## src/rtl/hpx_pkg.sv

```systemverilog
package hpx_pkg;

  localparam int NUM_PLANES = 4;
  localparam int PLANE_W    = 8;
  localparam int PSEL_W     = $clog2(NUM_PLANES);

  typedef enum logic [1:0] {
    MODE_PLANAR  = 2'd0,
    MODE_ODDEVEN = 2'd1,
    MODE_CHAIN4  = 2'd2
  } addr_mode_e;

endpackage

```

## src/rtl/hpx_mode_dec.sv

```systemverilog
module hpx_mode_dec
  import hpx_pkg::*;
(
  input  logic       chain4,
  input  logic       oe_dis,
  output addr_mode_e mode
);

  // Chain-4 outranks odd/even when both are requested.
  always_comb begin
    if (chain4)       mode = MODE_CHAIN4;
    else if (!oe_dis) mode = MODE_ODDEVEN;
    else              mode = MODE_PLANAR;
  end

endmodule

```

## src/rtl/hpx_addr_map.sv

```systemverilog
module hpx_addr_map
  import hpx_pkg::*;
#(
  parameter int ADDR_W = 16
) (
  input  addr_mode_e              mode,
  input  logic [ADDR_W-1:0]       host_addr,
  input  logic                    host_wr,
  input  logic [NUM_PLANES-1:0]   map_mask,
  output logic [ADDR_W-1:0]       mem_addr,
  output logic [NUM_PLANES-1:0]   mem_we
);

  localparam int LOW_CLR_C4 = PSEL_W;
  localparam int LOW_CLR_OE = 1;

  logic [NUM_PLANES-1:0] mode_mask;

  // Offset: clear the plane-select bits, never shift them out.
  always_comb begin
    mem_addr = host_addr;
    unique case (mode)
      MODE_CHAIN4:  mem_addr[LOW_CLR_C4-1:0] = '0;
      MODE_ODDEVEN: mem_addr[LOW_CLR_OE-1:0] = '0;
      default:      mem_addr = host_addr;
    endcase
  end

  // Per-plane mode mask.
  for (genvar p = 0; p < NUM_PLANES; p++) begin : g_plane
    localparam logic [PSEL_W-1:0] PIDX = PSEL_W'(p);
    always_comb begin
      unique case (mode)
        MODE_CHAIN4:  mode_mask[p] = (host_addr[PSEL_W-1:0] == PIDX);
        MODE_ODDEVEN: mode_mask[p] = (host_addr[0] == PIDX[0]);
        default:      mode_mask[p] = 1'b1;
      endcase
    end
    assign mem_we[p] = host_wr & mode_mask[p] & map_mask[p];
  end

endmodule

```

## src/rtl/hpx_rd_mux.sv

```systemverilog
module hpx_rd_mux
  import hpx_pkg::*;
(
  input  logic                             clk,
  input  logic                             rst_n,
  input  addr_mode_e                       mode,
  input  logic [PSEL_W-1:0]                addr_lo,
  input  logic [PSEL_W-1:0]                rd_map,
  input  logic                             host_rd,
  input  logic [NUM_PLANES*PLANE_W-1:0]    mem_rdata,
  output logic [PLANE_W-1:0]               host_rdata,
  output logic                             host_rvalid
);

  logic [PLANE_W-1:0] plane_byte [NUM_PLANES];
  logic [PSEL_W-1:0]  rd_sel;
  logic [PLANE_W-1:0] rdata_d, rdata_q;
  logic               rvalid_d, rvalid_q;

  for (genvar p = 0; p < NUM_PLANES; p++) begin : g_split
    assign plane_byte[p] = mem_rdata[p*PLANE_W +: PLANE_W];
  end

  always_comb begin
    unique case (mode)
      MODE_CHAIN4:  rd_sel = addr_lo;
      MODE_ODDEVEN: rd_sel = {rd_map[PSEL_W-1], addr_lo[0]};
      default:      rd_sel = rd_map;
    endcase
  end

  // Next state with explicit load enable.
  always_comb begin
    rdata_d  = rdata_q;
    if (host_rd) rdata_d = plane_byte[rd_sel];
    rvalid_d = host_rd;
  end

  always_ff @(posedge clk or negedge rst_n) begin
    if (!rst_n) begin
      rdata_q  <= '0;
      rvalid_q <= 1'b0;
    end else begin
      rdata_q  <= rdata_d;
      rvalid_q <= rvalid_d;
    end
  end

  assign host_rdata  = rdata_q;
  assign host_rvalid = rvalid_q;

endmodule

```

## src/rtl/hplane_xlat.sv

```systemverilog
module hplane_xlat
  import hpx_pkg::*;
#(
  parameter int ADDR_W = 16
) (
  input  logic                          clk,
  input  logic                          rst_n,
  input  logic [ADDR_W-1:0]             host_addr,
  input  logic [PLANE_W-1:0]            host_wdata,
  input  logic                          host_rd,
  input  logic                          host_wr,
  input  logic                          cfg_chain4,
  input  logic                          cfg_oe_dis,
  input  logic [NUM_PLANES-1:0]         cfg_map_mask,
  input  logic [PSEL_W-1:0]             cfg_rd_map,
  output logic [ADDR_W-1:0]             mem_addr,
  output logic [NUM_PLANES-1:0]         mem_we,
  output logic [PLANE_W-1:0]            mem_wdata,
  input  logic [NUM_PLANES*PLANE_W-1:0] mem_rdata,
  output logic [PLANE_W-1:0]            host_rdata,
  output logic                          host_rvalid
);

  addr_mode_e mode;

  hpx_mode_dec mode_dec_i (
    .chain4 (cfg_chain4),
    .oe_dis (cfg_oe_dis),
    .mode   (mode)
  );

  hpx_addr_map #(.ADDR_W(ADDR_W)) addr_map_i (
    .mode      (mode),
    .host_addr (host_addr),
    .host_wr   (host_wr),
    .map_mask  (cfg_map_mask),
    .mem_addr  (mem_addr),
    .mem_we    (mem_we)
  );

  hpx_rd_mux rd_mux_i (
    .clk         (clk),
    .rst_n       (rst_n),
    .mode        (mode),
    .addr_lo     (host_addr[PSEL_W-1:0]),
    .rd_map      (cfg_rd_map),
    .host_rd     (host_rd),
    .mem_rdata   (mem_rdata),
    .host_rdata  (host_rdata),
    .host_rvalid (host_rvalid)
  );

  assign mem_wdata = host_wdata;

endmodule

```

## config.mk

```make
export PLATFORM = sky130hd
export DESIGN_NAME = hplane_xlat
export DESIGN_NICKNAME = d
export VERILOG_FILES = /design/src/rtl/hpx_pkg.sv /design/src/rtl/hpx_mode_dec.sv /design/src/rtl/hpx_addr_map.sv /design/src/rtl/hpx_rd_mux.sv /design/src/rtl/hplane_xlat.sv
export SDC_FILE = /design/constraint.sdc
export NUM_CORES = 1
export LEC_CHECK = 0
export ABC_AREA = 0
export BUFFER_PORTS_ARGS = -buffer_cell sky130_fd_sc_hd__buf_2
export CORE_ASPECT_RATIO = 1.1
export CORE_MARGIN = 2
export CORE_UTILIZATION = 31
export DETAILED_ROUTE_END_ITERATION = 10
export PLACE_DENSITY_LB_ADDON = 0.25
export SYNTH_ARGS = -nofsm -noshare
export SYNTH_HDL_FRONTEND = slang
export SYNTH_SLANG_ARGS = --single-unit
```

## constraint.sdc

```tcl
create_clock -name clk -period 1 [get_ports clk]
set_clock_uncertainty 0.1 [all_clocks]
set_input_delay 0.05 -clock clk [delete_from_list [all_inputs] [get_ports clk]]
set_output_delay 0.05 -clock clk [all_outputs]
set_load 0.005 [all_outputs]
```

* Word-level counts from Yosys, hierarchy flattened
Index checks and enable logic that the tools add are counted.
** Storage, ports and cells
- Bits in registers :: 9
- Input bits :: 68
- Word-level logic and storage cells :: 32
** Operators by class
- $lt $le $gt $ge :: 1
- Equality and inequality tests :: 5
- Muxes and demuxes :: 12
- Bitwise logic cells :: 10
- Reductions and logical operators :: 2
** Operators by type and width (count)
- $bmux 8 s2 :: 1
- $mux 8 :: 2
- $and 1x1->1 :: 8
- $pmux 1 s2 :: 4
- $eq 2x2->1 const B :: 3
- $eq 2x1->1 const B :: 2
- $pmux 2 s2 :: 1
- $ge 3x3->1 const B :: 1
- $mux 1 :: 3
- $not 2->3 :: 1
- $logic_not 2->1 :: 1
- $mux 2 :: 1
- $reduce_or 2->1 :: 1
- $not 1->1 :: 1

* Logic depth before layout (Yosys ltp)
Gate-level depths: netlist of run 1.
- Word-level depth :: 8
- Depth in mapped cells :: 5

* Cells and area by module
Synthesis of run 1 repeated with hierarchy kept, for this count alone.
** Unflattened totals
- Cell total of the unflattened synthesis :: 99
- Area, all modules :: 898.4 µm²
** Modules (own cells, without submodules)
- hpx_rd_mux :: instances 1, cells an instance 57, area an instance 598.1 µm²
- hpx_addr_map :: instances 1, cells an instance 32, area an instance 229.0 µm²
- hplane_xlat :: instances 1, cells an instance 8, area an instance 60.1 µm²
- hpx_mode_dec :: instances 1, cells an instance 2, area an instance 11.3 µm²

* Worst setup path after synthesis of run 1
OpenSTA, ideal clock, no wires.
- Path type :: in2reg
- Start :: in cfg_oe_dis
- End :: reg rd_mux_i.rdata_q[5], in the netlist rd_mux_i.host_rdata[5]
- Library setup time :: 0.138 ns
- Data arrival time :: 1.069 ns
- Path slack :: -0.307 ns
- Stages :: 5
- Buffers on the path :: 1
- Path through :: nor2b_2 mux2i_4 buf_6 mux2i_1 a211oi_1
** Between the ends
- Word-level cells in the longest chain between the ends :: 8
- Elaborated cells on any way between the ends :: 9
- Classes of those cells :: eq/ne: 2; mux: 6; bitwise: 1
** RTL lines
- from (decl) :: RTL line hplane_xlat.sv:13 : input logic cfg_oe_dis,
- $mux 1 (*) :: RTL line hpx_mode_dec.sv:12 : else if (!oe_dis) mode = MODE_ODDEVEN;
- $mux 2 (*) :: RTL line hpx_mode_dec.sv:11 : if (chain4) mode = MODE_CHAIN4;
- $eq 2x1->1 / $eq 2x2->1 (equally long branches) :: RTL line hpx_rd_mux.sv:25 : unique case (mode)
- $pmux 2 s2 (*) :: RTL line hpx_rd_mux.sv:25
- $not 2->3 (not written as such) (*) :: RTL line hpx_rd_mux.sv:35 : if (host_rd) rdata_d = plane_byte[rd_sel];
- $bmux 8 s2 (*) :: RTL line hpx_rd_mux.sv:35
- $mux 8 (not written as such) (*) (2 in series) :: RTL line hpx_rd_mux.sv:35
- to (signal assigned) :: RTL line hpx_rd_mux.sv:44 : rdata_q <= rdata_d;
- to (decl) :: RTL line hpx_rd_mux.sv:17 : logic [PLANE_W-1:0] rdata_d, rdata_q;
Every way passes the cells marked *; elsewhere a longest branch is shown, timed or not. The select of a mux whose other input is x is not followed.
A chain may end at the register's enable or synchronous reset.

* Final worst setup path of run 1
- Start :: in cfg_chain4
- End :: reg rd_mux_i.rdata_q[1], in the netlist rd_mux_i.host_rdata[1]
** Between the ends
- Word-level cells in the longest chain between the ends :: 7
- Elaborated cells on any way between the ends :: 8
- Classes of those cells :: eq/ne: 2; mux: 5; bitwise: 1
** RTL lines
- from (decl) :: RTL line hplane_xlat.sv:12 : input logic cfg_chain4,
- $mux 2 (*) :: RTL line hpx_mode_dec.sv:11
- $eq 2x1->1 / $eq 2x2->1 (equally long branches) :: RTL line hpx_rd_mux.sv:25
- $pmux 2 s2 (*) :: RTL line hpx_rd_mux.sv:25
- $not 2->3 (not written as such) (*) :: RTL line hpx_rd_mux.sv:35
- $bmux 8 s2 (*) :: RTL line hpx_rd_mux.sv:35
- $mux 8 (not written as such) (*) (2 in series) :: RTL line hpx_rd_mux.sv:35
Marks and branches as above.

==> impl_metrics.xml, run 1 <==
<?xml version="1.0" encoding="UTF-8"?>
<metrics>
  <group name="final_layout">
    <metric name="postLayoutCellArea" unit="µm²">1166</metric>
    <metric name="fraction_of_layout_cells_with_a_size_suffix_above_1" unit="%">58.57</metric>
    <metric name="areaGrowthSynthToFinish" unit="%">43.83</metric>
    <metric name="finish.net_count" unit="">209</metric>
    <metric name="final_util" unit="%">46.72</metric>
    <metric name="filler_instances" unit="">264</metric>
    <metric name="antenna_cells" unit="">0</metric>
  </group>
  <group name="cts">
    <metric name="cts.sink_count" unit="">9</metric>
    <metric name="cts_buffer_count" unit="">3</metric>
    <metric name="cts_tree" unit="">yes</metric>
    <metric name="path_clk_slew" unit="ns">0.06</metric>
    <metric name="cts_buffer_depth" unit="">2</metric>
    <metric name="htreeDepth" unit="">1</metric>
    <metric name="clock_insertion_delay_worst_skew" unit="ns">0.26</metric>
    <metric name="cts_root_buffer" unit="">sky130_fd_sc_hd__clkbuf_4</metric>
  </group>
  <group name="worst_setup_path">
    <metric name="cp_slowest_cell" unit="">sky130_fd_sc_hd__mux2i_4</metric>
    <metric name="worstSetupPathType" unit="">in2reg</metric>
    <metric name="end_kind" unit="">flip-flop</metric>
    <metric name="cp.required" unit="ns">1.02</metric>
    <metric name="worst-r2r-cell-count" unit="">2</metric>
    <metric name="critical_path_cell_count" unit="">6</metric>
    <metric name="timing.critical_path.from_type" unit="">input pin</metric>
    <metric name="timing.critical_path.slowest_cell_delay" unit="ns">0.29</metric>
    <metric name="worst-path-max-fanout" unit="">8</metric>
    <metric name="cp.arrival" unit="ns">1.09</metric>
    <metric name="critical_path.cell_chain" unit="">buf_8 -&gt; nor2b_4 -&gt; mux2i_4 -&gt; buf_12 -&gt; mux2i_2 -&gt; a211oi_2</metric>
    <metric name="cpLargestDelayFamily" unit="">multiplexers</metric>
    <metric name="critPathBufInv" unit="">2</metric>
  </group>
  <group name="grt">
    <metric name="vias_in_the_first_global_route" unit="">865</metric>
    <metric name="grt_max_degree" unit="">10</metric>
    <metric name="wire_length_of_the_first_global_routing_pass" unit="µm">3636</metric>
    <metric name="global_route_usage_sum" unit="%">15.79</metric>
    <metric name="antenna_found_initial" unit="">0</metric>
    <metric name="overflow" unit="">0</metric>
  </group>
  <group name="logic_synthesis">
    <metric name="yosysUniqueCellTypes" unit="">21</metric>
    <metric name="synth_cell_count_leaders" unit="">sky130_fd_sc_hd__buf_4 (22), sky130_fd_sc_hd__dfrtp_1 (9), sky130_fd_sc_hd__mux2i_1 (9), sky130_fd_sc_hd__nor3_1 (9)</metric>
    <metric name="dominant_cell_type_by_area_after_synthesis" unit="">sky130_fd_sc_hd__dfrtp_1</metric>
    <metric name="synth_sequential_area_ratio" unit="%">27.78</metric>
    <metric name="syn-cell-area" unit="µm²">810.8</metric>
    <metric name="yosys_register_bits" unit="">9</metric>
    <metric name="netlist_top_cells_area" unit="">sky130_fd_sc_hd__dfrtp_1 (28%), sky130_fd_sc_hd__buf_4 (20%), sky130_fd_sc_hd__mux2i_1 (11%)</metric>
    <metric name="largest_family_of_logic_cells_by_synthesized_area" unit="">buffers and inverters</metric>
    <metric name="synthesis.nets" unit="">158</metric>
    <metric name="synth_async_sr_flop_share" unit="%">100.0</metric>
    <metric name="synthCells" unit="">90</metric>
    <metric name="synth.avg_cell_area" unit="µm²">9.009</metric>
    <metric name="synth_top_flop_cell" unit="">sky130_fd_sc_hd__dfrtp_1</metric>
    <metric name="synth_enable_flop_cells" unit="">0</metric>
    <metric name="post_synth_xor_area_fraction" unit="%">0</metric>
    <metric name="synth_top_area_share" unit="%">27.78</metric>
    <metric name="yosysMostFrequentCell" unit="">sky130_fd_sc_hd__buf_4</metric>
    <metric name="synth_area_in_compound_gates" unit="%">20.68</metric>
    <metric name="synth.area.mux_share" unit="%">15.28</metric>
    <metric name="synth-warning-count" unit="">0</metric>
    <metric name="synth_simple_gate_area_share" unit="%">11.73</metric>
    <metric name="synth_fa_ha_area_share" unit="%">0</metric>
  </group>
  <group name="power">
    <metric name="sequentialPowerShare" unit="%">37.3</metric>
    <metric name="netSwitchingPower" unit="mW">0.3621</metric>
    <metric name="power.share.switching" unit="%">30.41</metric>
    <metric name="p_int" unit="mW">0.8288</metric>
    <metric name="static-leakage-power" unit="nW">0.5833</metric>
    <metric name="totalPowerFinal" unit="mW">1.191</metric>
    <metric name="clock_power_share" unit="%">24.0</metric>
    <metric name="vdd.ir_drop.worst" unit="µV">583.0</metric>
    <metric name="power_per_cell_area" unit="nW/µm²">1021</metric>
    <metric name="comb_power_share" unit="%">38.7</metric>
  </group>
  <group name="floorplanning">
    <metric name="fp-row-count" unit="">19</metric>
    <metric name="die_y" unit="µm">57.64</metric>
    <metric name="fp.dieW" unit="µm">52.76</metric>
    <metric name="effective_utilization_at_floorplan" unit="%">32.48</metric>
    <metric name="design.portCount" unit="">105</metric>
    <metric name="core_region_area" unit="µm²">2496</metric>
    <metric name="die_area" unit="µm²">3041</metric>
  </group>
  <group name="timing">
    <metric name="timing.final.ws_setup" unit="ns">-0.06916</metric>
    <metric name="timing.final.crit_period" unit="ns">1.069</metric>
    <metric name="slew_at_the_pin_closest_to_its_max_slew_limit" unit="ns">0.6411</metric>
    <metric name="grt_setup_unrepaired" unit="">yes</metric>
    <metric name="min_period_over_period" unit="%">106.9</metric>
    <metric name="minimum_hold_slack" unit="ns">-0.006884</metric>
    <metric name="timing.final.hold_violations" unit="">1</metric>
    <metric name="slew-limit-headroom" unit="%">57.17</metric>
    <metric name="setup_violations" unit="">8</metric>
    <metric name="finalMaxSlewViolations" unit="">0</metric>
    <metric name="maxClockFrequency" unit="GHz">0.9353</metric>
  </group>
  <group name="hold_path">
    <metric name="holdCritPathClass" unit="">in2reg</metric>
    <metric name="hold_path_depth" unit="">3</metric>
  </group>
  <group name="flow_run">
    <metric name="max_cap_viol_count" unit="">0</metric>
  </group>
  <group name="run_status">
    <metric name="result_of_the_run" unit="">finished, violations left</metric>
    <metric name="failed_checks" unit="">negative hold slack, negative setup slack</metric>
  </group>
  <group name="drt">
    <metric name="detailed_route_vias_per_instance" unit="">5.187</metric>
    <metric name="drt_pre_antenna_iters" unit="">4</metric>
    <metric name="postRouteWirelength" unit="µm">2394</metric>
    <metric name="routed-via-count" unit="">887</metric>
    <metric name="initialDrtViolationCount" unit="">3</metric>
    <metric name="ant_nets" unit="">0</metric>
    <metric name="routedWlPerCell" unit="µm">14.00</metric>
    <metric name="remaining_drc_errors" unit="">0</metric>
  </group>
  <group name="placement">
    <metric name="port_buffers" unit="">60</metric>
    <metric name="placed_area" unit="µm²">1044</metric>
    <metric name="place.gp.congestion" unit="">0.6824</metric>
    <metric name="place_hpwl" unit="µm">1846</metric>
  </group>
</metrics>
cells by family (layout without fill, tap and decap cells):
family          after synthesis  after routing
simple gates                 19             19
mux                          11             11
flops                         9              9
compound gates               22             22
buf+inv                      29             79
per-stage QoR:
| step | std cells | TNS, ns | setup slack (ns) |
|---|---|---|---|
| floorplan | 90 | -1.534 | -0.2448 |
| global placement | 163 | -3.091 | -0.3959 |
| detailed placement | 163 | -3.307 | -0.4319 |
| CTS | 172 | -0.3247 | -0.05800 |
| global route | 171 | -0.7448 | -0.1297 |
| finish | 171 | -0.3393 | -0.06916 |
placed cells by master, fill, tap and decap left out, drive strengths merged:
master / count
nor2b: 3
a211oi: 8
clkbuf: 4
a21oi: 3
and3: 1
nand2: 4
mux2: 1
inv: 2
nor2: 2
dlygate4sd3: 2
dfrtp: 9
o32ai: 8
o21ai: 1
buf: 71
o211a: 1
nor3: 9
mux2i: 10
o21bai: 1
state kept, by name (all words and copies together), names as in the netlist:
name	flops
rd_mux_i.host_rdata	8
rd_mux_i.host_rvalid	1
worst reg2reg max path, stage by stage (launching register included):
cell and delay, ns:
sky130_fd_sc_hd__dfrtp_1 0.37, sky130_fd_sc_hd__o32ai_2 0.08, sky130_fd_sc_hd__a211oi_1 0.21
path summary, 6_finish.rpt:
| kind | from | end | slack (ns) |
|---|---|---|---|
| min in group asynchronous | rst_n | rd_mux_i.host_rdata[5] | 0.07 |
| max in group asynchronous | rst_n | rd_mux_i.host_rdata[1] | 0.54 |
| min | mem_rdata[9] | rd_mux_i.host_rdata[1] | -0.007 |
| min reg2reg | rd_mux_i.host_rdata[5] | rd_mux_i.host_rdata[5] | 0.49 |
| max | cfg_chain4 | rd_mux_i.host_rdata[1] | -0.07 |
| max reg2reg | rd_mux_i.host_rdata[6] | rd_mux_i.host_rdata[6] | 0.15 |
area by class of cell:
cell class	count	area [µm²]	share of cell area (%)
Tap cell	31	38.79	3.326
Clock buffer	4	26.28	2.253
Timing Repair Buffer	73	441.7	37.88
Multi-Input combinational cell	52	426.7	36.59
Inverter	2	7.507	0.6438
Sequential cell	9	225.2	19.31
metal layers:
layer  vias up  GRT usage [%]  wire, µm
met4         0          4.396        22
met2        63          27.68      1120
li1        411              -         -
met1       409          17.32       967
met5         -              0         0
met3         4          6.443       283
power by group through the flow:
stage               combinational [mW]  sequential [mW]  clock [mW]
global placement                 0.403            0.450           0
global route                     0.505            0.450       0.318
finish                           0.460            0.445       0.286
detailed placement               0.411            0.449           0
floorplan                        0.248            0.453           0
CTS                              0.464            0.444       0.292
timing repair:
item	CTS	global route
endpoints found under the hold margin	10	0
endpoints found under the setup margin	9	10
buffers inserted	2	0
hold buffers	2	0
cloned	1	0
resized for setup	9	7
pin swaps	7	3
Power figures use the tool's default switching activity.
==> inputs of run 2 (changes only) <==
--- a/config.mk
+++ b/config.mk
@@ -12,6 +12,7 @@
 export CORE_UTILIZATION = 31
 export DETAILED_ROUTE_END_ITERATION = 10
 export PLACE_DENSITY_LB_ADDON = 0.25
+export SKIP_LAST_GASP = 1
 export SYNTH_ARGS = -nofsm -noshare
 export SYNTH_HDL_FRONTEND = slang
 export SYNTH_SLANG_ARGS = --single-unit
==> impl_metrics.xml, run 2 (same netlist as run 1, synthesis figures left out) <==
<?xml version="1.0" encoding="UTF-8"?>
<metrics>
  <group name="run_status">
    <metric name="result_of_the_run" unit="">finished, violations left</metric>
    <metric name="failed_checks" unit="">negative hold slack, negative setup slack</metric>
  </group>
  <group name="drt">
    <metric name="initialDrtViolationCount" unit="">3</metric>
    <metric name="routedWlPerCell" unit="µm">13.99</metric>
    <metric name="detailed_route_vias_per_instance" unit="">5.187</metric>
    <metric name="ant_nets" unit="">0</metric>
    <metric name="routed-via-count" unit="">887</metric>
    <metric name="postRouteWirelength" unit="µm">2392</metric>
    <metric name="drt_pre_antenna_iters" unit="">4</metric>
    <metric name="remaining_drc_errors" unit="">0</metric>
  </group>
  <group name="final_layout">
    <metric name="layout_commonest_cell" unit="">sky130_fd_sc_hd__buf_2</metric>
    <metric name="postLayoutCellArea" unit="µm²">1164</metric>
    <metric name="areaGrowthSynthToFinish" unit="%">43.52</metric>
    <metric name="commonest_cells_after_routing_fill_and_taps_aside" unit="">sky130_fd_sc_hd__buf_2 (58), sky130_fd_sc_hd__nor3_1 (9), sky130_fd_sc_hd__dfrtp_1 (9)</metric>
    <metric name="antenna_cells" unit="">0</metric>
    <metric name="sequential_cell_area" unit="µm²">225.2</metric>
    <metric name="number_of_flip_flops_under_the_largest_register_name" unit="">8</metric>
    <metric name="multi_input_area" unit="µm²">426.7</metric>
    <metric name="fraction_of_layout_cells_with_a_size_suffix_above_1" unit="%">58.57</metric>
    <metric name="final_cell_count_no_fill" unit="">171</metric>
    <metric name="finish.net_count" unit="">209</metric>
    <metric name="filler_instances" unit="">266</metric>
  </group>
  <group name="floorplanning">
    <metric name="core_region_area" unit="µm²">2496</metric>
    <metric name="fp-row-count" unit="">19</metric>
    <metric name="fp.dieW" unit="µm">52.76</metric>
    <metric name="die_y" unit="µm">57.64</metric>
    <metric name="die_area" unit="µm²">3041</metric>
    <metric name="design.portCount" unit="">105</metric>
    <metric name="effective_utilization_at_floorplan" unit="%">32.48</metric>
  </group>
  <group name="worst_setup_path">
    <metric name="timing.critical_path.slowest_cell_delay" unit="ns">0.29</metric>
    <metric name="cp.required" unit="ns">1.02</metric>
    <metric name="worst-r2r-cell-count" unit="">2</metric>
    <metric name="timing.rr.start" unit="">rd_mux_i.host_rdata[6]</metric>
    <metric name="timing.critical_path.from_type" unit="">input pin</metric>
    <metric name="critical_path.cell_chain" unit="">buf_8 -&gt; nor2b_4 -&gt; mux2i_4 -&gt; buf_12 -&gt; mux2i_2 -&gt; a211oi_2</metric>
    <metric name="worstSetupPathType" unit="">in2reg</metric>
    <metric name="cp_slowest_cell" unit="">sky130_fd_sc_hd__mux2i_4</metric>
    <metric name="worst-path-max-fanout" unit="">8</metric>
    <metric name="setup.reg_to_reg.worst_slack" unit="ns">0.15</metric>
    <metric name="end_kind" unit="">flip-flop</metric>
    <metric name="critPathLaunch" unit="">cfg_chain4</metric>
    <metric name="cp.arrival" unit="ns">1.09</metric>
    <metric name="capturing_point_of_the_worst_reg2reg_path" unit="">rd_mux_i.host_rdata[6]</metric>
  </group>
  <group name="cts">
    <metric name="htreeDepth" unit="">1</metric>
    <metric name="cts_buffer_count" unit="">3</metric>
    <metric name="cts_buffer_depth" unit="">2</metric>
    <metric name="path_clk_slew" unit="ns">0.06</metric>
    <metric name="cts_tree" unit="">yes</metric>
    <metric name="cts.sink_count" unit="">9</metric>
    <metric name="cts_root_buffer" unit="">sky130_fd_sc_hd__clkbuf_4</metric>
    <metric name="clock_insertion_delay_worst_skew" unit="ns">0.26</metric>
  </group>
  <group name="power">
    <metric name="power.share.switching" unit="%">30.45</metric>
    <metric name="static-leakage-power" unit="nW">0.5824</metric>
    <metric name="comb_power_share" unit="%">38.6</metric>
    <metric name="power_per_cell_area" unit="nW/µm²">1022</metric>
    <metric name="p_int" unit="mW">0.8275</metric>
    <metric name="sequentialPowerShare" unit="%">37.4</metric>
    <metric name="vdd.ir_drop.worst" unit="µV">583.0</metric>
    <metric name="clock_power_share" unit="%">24.0</metric>
    <metric name="netSwitchingPower" unit="mW">0.3622</metric>
  </group>
  <group name="timing">
    <metric name="minimum_hold_slack" unit="ns">-0.006884</metric>
    <metric name="setup_violations" unit="">8</metric>
    <metric name="slew_at_the_pin_closest_to_its_max_slew_limit" unit="ns">0.6411</metric>
    <metric name="maxClockFrequency" unit="GHz">0.9353</metric>
    <metric name="timing.final.ws_setup" unit="ns">-0.06916</metric>
    <metric name="timing.final.crit_period" unit="ns">1.069</metric>
    <metric name="grt_setup_unrepaired" unit="">yes</metric>
    <metric name="min_period_over_period" unit="%">106.9</metric>
    <metric name="slew-limit-headroom" unit="%">57.17</metric>
    <metric name="fin_setup_tns" unit="ns">-0.3393</metric>
    <metric name="timing.final.hold_violations" unit="">1</metric>
    <metric name="finalMaxSlewViolations" unit="">0</metric>
  </group>
  <group name="grt">
    <metric name="global_route_usage_sum" unit="%">15.79</metric>
    <metric name="wire_length_of_the_first_global_routing_pass" unit="µm">3636</metric>
    <metric name="grt_max_degree" unit="">10</metric>
    <metric name="antenna_found_initial" unit="">0</metric>
    <metric name="vias_in_the_first_global_route" unit="">865</metric>
    <metric name="overflow" unit="">0</metric>
  </group>
  <group name="hold_path">
    <metric name="hold_path.startpoint" unit="">mem_rdata[9]</metric>
    <metric name="hold_path_depth" unit="">3</metric>
    <metric name="hold_end" unit="">rd_mux_i.host_rdata[1]</metric>
    <metric name="holdCritPathClass" unit="">in2reg</metric>
  </group>
  <group name="placement">
    <metric name="port_buffers" unit="">60</metric>
    <metric name="placed_cells_incl_taps" unit="">163</metric>
    <metric name="placed_area" unit="µm²">1044</metric>
    <metric name="place.gp.congestion" unit="">0.6824</metric>
    <metric name="place_hpwl" unit="µm">1846</metric>
  </group>
  <group name="flow_run">
    <metric name="max_cap_viol_count" unit="">0</metric>
  </group>
</metrics>
[run 2: how the worst max path moves through the flow]
stage                              to  cells past startpoint
2_1_floorplan  rd_mux_i.host_rdata[5]                      5
3_3_place_gp   rd_mux_i.host_rdata[2]                      5
3_5_place_dp   rd_mux_i.host_rdata[4]                      5
4_1_cts        rd_mux_i.host_rdata[2]                      6
5_1_grt        rd_mux_i.host_rdata[1]                      5
6_report       rd_mux_i.host_rdata[1]                      6
[run 2: stage by stage]
step / util, % / total power [mW] / hold WS, ns / setup slack (ns)
after floorplan: - / 0.7009 / -0.3456 / -0.2448
after global placement: 41.80 / 0.8532 / -0.1869 / -0.3959
after detailed placement: 41.80 / 0.8606 / -0.1807 / -0.4319
after CTS: 46.47 / 1.199 / 0.00003458 / -0.05800
after global routing: 46.62 / 1.271 / 0.00001485 / -0.1297
final: 46.62 / 1.190 / -0.006884 / -0.06916
[run 2: area by class of cell]
cell class	count	area share [%]
Timing Repair Buffer	73	37.74
Multi-Input combinational cell	52	36.67
Sequential cell	9	19.35
Tap cell	31	3.333
Clock buffer	4	2.258
Inverter	2	0.6452
[run 2: power groups by stage]
stage / registers, mW / clock network (mW) / logic [mW]
after CTS: 0.444 / 0.292 / 0.464
after global routing: 0.450 / 0.318 / 0.503
after global placement: 0.450 / 0 / 0.403
final: 0.445 / 0.286 / 0.459
after floorplan: 0.453 / 0 / 0.248
after detailed placement: 0.449 / 0 / 0.411
[run 2: worst max-delay path, delay by kind of cell]
| kind | cells | cell delay [ns] |
|---|---|---|
| mux | 2 | 0.52 |
| simple gates | 1 | 0.15 |
| buf+inv | 2 | 0.27 |
| compound gates | 1 | 0.09 |
[run 2: repair_timing]
action                                  CTS  global route
endpoints found under the setup margin    9            10
endpoints found under the hold margin    10             0
setup buffers                             2             0
gates resized for setup                   9             6
hold buffers                              2             0
pin swaps                                 7             3
gates cloned                              1             0
[run 2: routing by layer]
| layer | GRT usage, % | share of wire [%] | up-vias |
|---|---|---|---|
| met1 | 17.32 | 41 | 409 |
| met2 | 27.68 | 47 | 63 |
| met4 | 4.396 | 0.92 | 0 |
| met3 | 6.443 | 11 | 4 |
| met5 | 0 | 0 | - |
| li1 | - | - | 411 |
